<file path="config.mk">
export PLATFORM = sky130hd
export DESIGN_NAME = pte_cache
export DESIGN_NICKNAME = d
export VERILOG_FILES = /design/src/rtl/pte_cache.sv
export SDC_FILE = /design/constraint.sdc
export NUM_CORES = 2
export LEC_CHECK = 0
export ABC_CLOCK_PERIOD_IN_PS = 7650
export CAP_MARGIN = 10
export CORE_UTILIZATION = 60
export CTS_CLUSTER_SIZE = 10
export DETAILED_ROUTE_END_ITERATION = 16
export DONT_BUFFER_PORTS = 1
export PLACE_DENSITY = 0.84
export RECOVER_POWER = 50
export SLEW_MARGIN = 20
export SYNTH_ARGS = -nofsm -noshare
export SYNTH_HDL_FRONTEND = slang
export SYNTH_SLANG_ARGS = --single-unit
</file>
<file path="constraint.sdc">
create_clock -name clk -period 7.65 [get_ports clk]
set_clock_uncertainty 0.15 [all_clocks]
set_input_delay 1.1475 -clock clk [delete_from_list [all_inputs] [get_ports clk]]
set_output_delay 1.1475 -clock clk [all_outputs]
set_load 0.01 [all_outputs]
</file>
<file path="src/rtl/pte_cache.sv">
module pte_cache #(
  parameter int PA_W       = 34,
  parameter int IDX_W      = 4,
  parameter int ATOM_BYTES = 32,
  parameter int RST_LIMIT  = 8
) (
  input  logic              clk,
  input  logic              rst_n,
  input  logic              req_valid,
  output logic              req_ready,
  input  logic [PA_W-3:0]   req_addr,
  output logic              resp_valid,
  output logic [31:0]       resp_data,
  output logic              mem_req_valid,
  input  logic              mem_req_ready,
  output logic [PA_W-3:0]   mem_req_addr,
  input  logic              mem_resp_valid,
  input  logic [31:0]       mem_resp_data,
  input  logic              cfg_wr,
  input  logic [31:0]       cfg_wdata,
  input  logic              flush_hi_wr,
  input  logic [PA_W-33:0]  flush_hi_wdata,
  input  logic              flush_wr,
  input  logic [31:0]       flush_wdata
);
  localparam int WA_W  = PA_W - 2;
  localparam int LINES = 1 << IDX_W;
  localparam int A_LG  = $clog2(ATOM_BYTES);
  localparam int W_SH  = A_LG - 2;
  localparam int AT_W  = PA_W - A_LG;
  localparam int PEND  = 16;
  localparam int HI_W  = PA_W - 32;

  logic             cfg_en;
  logic [3:0]       cfg_lim;
  logic [5:0]       cfg_map;
  logic [HI_W-1:0]  hi_q;
  logic [LINES-1:0] line_v;
  logic [WA_W-1:0]  line_a [LINES];
  logic [31:0]      line_d [LINES];
  logic [WA_W-1:0]  pend_a [PEND];
  logic [IDX_W-1:0] pend_i [PEND];
  logic [PEND-1:0]  pend_k;
  logic [3:0]       wp, rp;
  logic [4:0]       out_cnt;

  logic [3:0]       eff_lim;
  logic [IDX_W-1:0] idx;
  logic             hit, can_miss, acc_hit, push, pop, fl_all, fl_adr, keep_fill;
  logic [PA_W-1:0]  fl_byte;
  logic [AT_W-1:0]  fl_atom;

  assign eff_lim  = (cfg_lim == 4'd0) ? 4'd1 : cfg_lim;
  assign idx      = req_addr[IDX_W-1:0] & cfg_map[IDX_W-1:0];
  assign hit      = cfg_en && line_v[idx] && (line_a[idx] == req_addr);
  assign can_miss = out_cnt < {1'b0, eff_lim};
  assign mem_req_valid = req_valid && !hit && can_miss;
  assign mem_req_addr  = req_addr;
  assign req_ready = hit ? (out_cnt == 5'd0) : (can_miss && mem_req_ready);
  assign acc_hit  = req_valid && hit && (out_cnt == 5'd0);
  assign push     = mem_req_valid && mem_req_ready;
  assign pop      = mem_resp_valid;
  assign fl_all   = flush_wr && !flush_wdata[0];
  assign fl_adr   = flush_wr && flush_wdata[0];
  assign fl_byte  = {hi_q, flush_wdata};
  assign fl_atom  = fl_byte[PA_W-1:A_LG];

  function automatic logic killed(input logic [WA_W-1:0] w);
    return fl_all || (fl_adr && (w[WA_W-1:W_SH] == fl_atom));
  endfunction

  assign keep_fill = pop && pend_k[rp] && cfg_en && !killed(pend_a[rp]);

  always_ff @(posedge clk or negedge rst_n) begin
    if (!rst_n) begin
      cfg_en     <= 1'b0;
      cfg_lim    <= 4'(RST_LIMIT);
      cfg_map    <= '1;
      hi_q       <= '0;
      line_v     <= '0;
      pend_k     <= '0;
      wp         <= '0;
      rp         <= '0;
      out_cnt    <= '0;
      resp_valid <= 1'b0;
      resp_data  <= '0;
    end else begin
      if (cfg_wr) begin
        cfg_en  <= cfg_wdata[29];
        cfg_lim <= cfg_wdata[27:24];
        cfg_map <= cfg_wdata[5:0];
      end
      if (flush_hi_wr) hi_q <= flush_hi_wdata;
      resp_valid <= acc_hit || pop;
      if (acc_hit) resp_data <= line_d[idx];
      else if (pop) resp_data <= mem_resp_data;
      for (int i = 0; i < LINES; i++)
        if (killed(line_a[i])) line_v[i] <= 1'b0;
      for (int j = 0; j < PEND; j++)
        if (killed(pend_a[j])) pend_k[j] <= 1'b0;
      if (push) begin
        pend_k[wp] <= cfg_en && !killed(req_addr);
        wp <= wp + 4'd1;
      end
      if (pop) rp <= rp + 4'd1;
      if (keep_fill) line_v[pend_i[rp]] <= 1'b1;
      out_cnt <= out_cnt + {4'd0, push} - {4'd0, pop};
    end
  end

  always_ff @(posedge clk) begin
    if (push) begin
      pend_a[wp] <= req_addr;
      pend_i[wp] <= idx;
    end
    if (keep_fill) begin
      line_a[pend_i[rp]] <= pend_a[rp];
      line_d[pend_i[rp]] <= mem_resp_data;
    end
  end

  p_flush_all_r7: assert property (@(posedge clk) disable iff (!rst_n)
    (flush_wr && !flush_wdata[0]) |=> (line_v == '0));
  p_no_alloc_off_r2: assert property (@(posedge clk) disable iff (!rst_n)
    !cfg_en |=> ((line_v & ~$past(line_v)) == '0));
  p_out_bound_r5: assert property (@(posedge clk) disable iff (!rst_n)
    out_cnt <= 5'd15);
  p_resp_owner_r3: assert property (@(posedge clk) disable iff (!rst_n)
    mem_resp_valid |-> (out_cnt != 5'd0));
  p_resp_source_r6: assert property (@(posedge clk) disable iff (!rst_n)
    resp_valid |-> ($past(acc_hit) || $past(mem_resp_valid)));
endmodule

</file>
==> out/summary.txt <==
status = finished, violations left
failing checks = capacitance limit, slew limit
drt pass-1 iters = 8
CTS max path bufs = 3
Clk network pwr share = 33.6%
met1 global-route usage = 51.6%
CP max-delay cell = dfstp_2
Post-CTS Hold Buffers = 2
final setup TNS = 0 ns
Setup CP Type = flip-flop to output port
unique cell type count in the Yosys netlist = 63
min cycle time layout = 7.37 ns
P_int = 17700 uW
DP HPWL = 159 mm
worst-skew pair later-pin latency = 0.86 ns
asr flop ratio synth = 5.27%
DR WL/cell = 41.5 um
num rows = 131
first-pass GRT wire length = 351 mm
#FFs+latches synth = 1689
Seq pwr share = 45.3%
Most used DFF post-synth = edfxtp_1
critical path arrival = 6.07 ns
pwr dens = 299 nW/um^2
Die W = 360 um
fillers = 8011
Sw Ratio = 30.2%
Mapped Avg Cell Area = 17.8 sq um
switching power = 7650 uW
EDFF count, synth = 1600
setup violators final = 0
Syn Nets = 4469
post-CTS setup buffers = 0
Die ar. = 130000 sq um
total power = 25300 uW
TritonCTS Buffers = 189
clk sinks = 1689
Final Hold Viols = 0
post-cts repair resize count = 0
Rel. slew slack = -165%
peak supply drop = 0.253 mV
Worst-path clk slew = 0.06 ns
GR Overflow Total = 0
worst slew pin tran = 3.97 ns
layout cells sized above 1 = 20.6%
Tcrit/Tclk final = 96.3%
Logic pwr share = 21.1%
area grow syn2layout = 10.1%
grt peak-use layer = met2
Iteration-0 DRC Markers = 8276
largest net degree at the start of global routing = 113
register area share after synthesis = 65.3%
number of primary I/O pins = 205
Lkg Pwr = 0.0265 uW
crit path cell chain = nand2_8 -> clkinv_2 -> clkbuf_1 -> a2111oi_0 -> nor4_1 -> nand2b_1 -> o32ai_1 -> nor4b_1 -> and4b_1 -> nand4_2 -> buf_4 -> o21ai_0 -> buf_4
M3 GR Usage = 15.9%
antenna viol nets, final = 0
GR Util met2 = 57.3%
Worst path max stage delay = 0.92 ns
leading area contributor after synthesis = edfxtp_1
IO Port Bufs = 0
vias after detailed routing = 45700
Starting Density = 60.5%
critical path fanouts, max = 22
Layout Nets = 4481
Worst Setup End Kind = output port
CP Launch Type = flip-flop
vias per std cell = 7.44
die height = 360 um
Slew Limit Fails = 144
Max Clk Rate = 0.136 GHz
DRC errors left = 0
leading post-synthesis cells by cell area = edfxtp_1 (62%), mux4_2 (13%), xnor2_1 (8.1%)
Synth top area share = 62.4%
Hold WC Path Type = input port to asynchronous set/reset pin
RSZ-0062 raised after global routing = no
CP required = 6.35 ns
multi-input logic area = 25400 sq um
initial antenna violation count = 14
CTS tree = yes
Syn Inst Count = 4316
H-tree depth = 4
Syn Std Cell Area = 77000 sq um
clock root buffer = clkbuf_16
FF+latch area = 50300 sq um
routability cong. = 1.05
most used cell, CP = buf_4
Ys Warns = 0
vias in the first global route = 44600
core footprint = 127000 sq um
GRT Overall Usage = 39.4%
Routed WL = 255 mm
# Max-Cap Violations = 4
## final cells by class
type	count	area share, %
Antenna cell	10	0.0295
Clock buffer	323	6.22
Clock inverter	17	0.505
Inverter	24	0.128
Multi-Input combinational cell	2309	30.0
Sequential cell	1689	59.3
Tap cell	1662	2.45
Timing Repair Buffer	115	1.31
## worst max-delay path, delay by kind of cell (launching register included)
kind	cells	cell delay [ns]
AND/OR/NAND/NOR	6	2.03
buffers and inverters	4	1.70
flip-flops	1	0.92
AO/OA/AOI/OAI	3	0.51
## cells in the mapped netlist, types with 46 or more instances
master	instances
edfxtp_1	1600
xnor2_1	710
mux4_2	453
xor2_1	321
nand4_1	210
clkbuf_1	163
nor4_1	105
dfrtp_1	84
mux2_2	74
mux2i_1	73
buf_4	51
buf_2	48
nor3_1	46
## per-layer routing
layer,up-vias,part of all wire (%),routed length (um)
li1,17100,-,-
met1,23100,33,83300
met2,4717,44,112000
met3,883,17,44300
met4,10,6.2,15900
met5,-,0.020,51
## registers in the layout, indices dropped and copies added, names as in the netlist, 5 cells and up
| register | cells |
|---|---|
| line_d | 512 |
| line_v | 16 |
| out_cnt | 5 |
| pend_a | 512 |
| resp_data | 32 |
| pend_i | 64 |
| pend_k | 16 |
| line_a | 512 |
## power groups by stage
stage	clock [uW]	sequential, uW	combinational, uW
4_1_cts	8490	11500	5120
2_1_floorplan	0	11400	3180
5_1_grt	8820	11500	5390
3_3_place_gp	0	11600	4950
6_report	8500	11500	5350
3_5_place_dp	0	11600	5050
## layout by cell type, fill, tap and decap left out, types with 4 or more instances in the layout
master / synthesis / layout
nor4_1: 105 / 105
mux2i_2: 0 / 5
xor2_1: 321 / 321
buf_12: 0 / 19
o21ai_0: 18 / 18
edfxtp_1: 1600 / 1600
mux2_1: 22 / 22
and3_1: 37 / 37
inv_1: 20 / 21
clkbuf_8: 0 / 4
mux2i_4: 0 / 4
clkbuf_16: 0 / 189
and4_2: 0 / 16
mux2_2: 74 / 74
o22ai_1: 6 / 6
mux4_2: 453 / 453
nand4_1: 210 / 210
mux2i_1: 73 / 64
nand2b_1: 5 / 5
a21oi_1: 13 / 12
dfrtp_1: 84 / 78
a31o_2: 16 / 16
clkinv_16: 0 / 13
xnor2_1: 710 / 710
a22oi_1: 9 / 9
nor3_1: 46 / 46
nand2_1: 34 / 34
a211oi_1: 6 / 5
buf_4: 51 / 85
clkbuf_1: 163 / 138
a2111oi_0: 17 / 17
nor2_1: 34 / 18
nor2_4: 0 / 16
nand3_1: 15 / 15
ha_1: 14 / 14
diode_2: 0 / 10
## worst paths after layout
path / startpoint / to / slack, ns / depth (start not counted)
min in group clk: mem_resp_data[1] / line_d[13][1] / 0.23 / 0
worst max-delay path: cfg_map[0] / req_ready / 0.28 / 13
worst max register to register: rp[0] / line_a[4][0] / 0.59 / 11
max in group asynchronous: rst_n / cfg_lim[3] / 6.22 / 1
worst min register to register: line_v[6] / line_v[6] / 0.37 / 1
worst min-delay path: rst_n / cfg_map[2] / 0.05 / 0
## cells by family (layout without fill, tap and decap cells)
family                     count (synthesis)  after routing  share of synthesized area [%]
DFF                                     1689           1689                           65.3
buffers and inverters                    318            479                           1.97
AOI/OAI and AO/OA                        113            113                           1.08
muxes                                    622            622                           15.6
adders and majority gates                 15             15                          0.253
and+or+nand+nor                          528            528                           4.08
other                                      0             10                              0
xor gates and xnor gates                1031           1031                           11.7
## metrics by stage
step / instances / hold WS, ns / setup WS [ns] / area, sq um / util (%)
floorplan: 4316 / 0.328 / 1.22 / 77000 / -
global placement: 5795 / 0.339 / 1.27 / 79000 / 62.0
detailed placement: 5797 / 0.347 / 1.30 / 79000 / 62.1
CTS: 6139 / 0.00929 / 0.822 / 84800 / 66.6
global route: 6142 / 0.0205 / 0.277 / 84800 / 66.5
finish: 6149 / 0.0538 / 0.281 / 84800 / 66.6
Power figures use the tool's default switching activity.
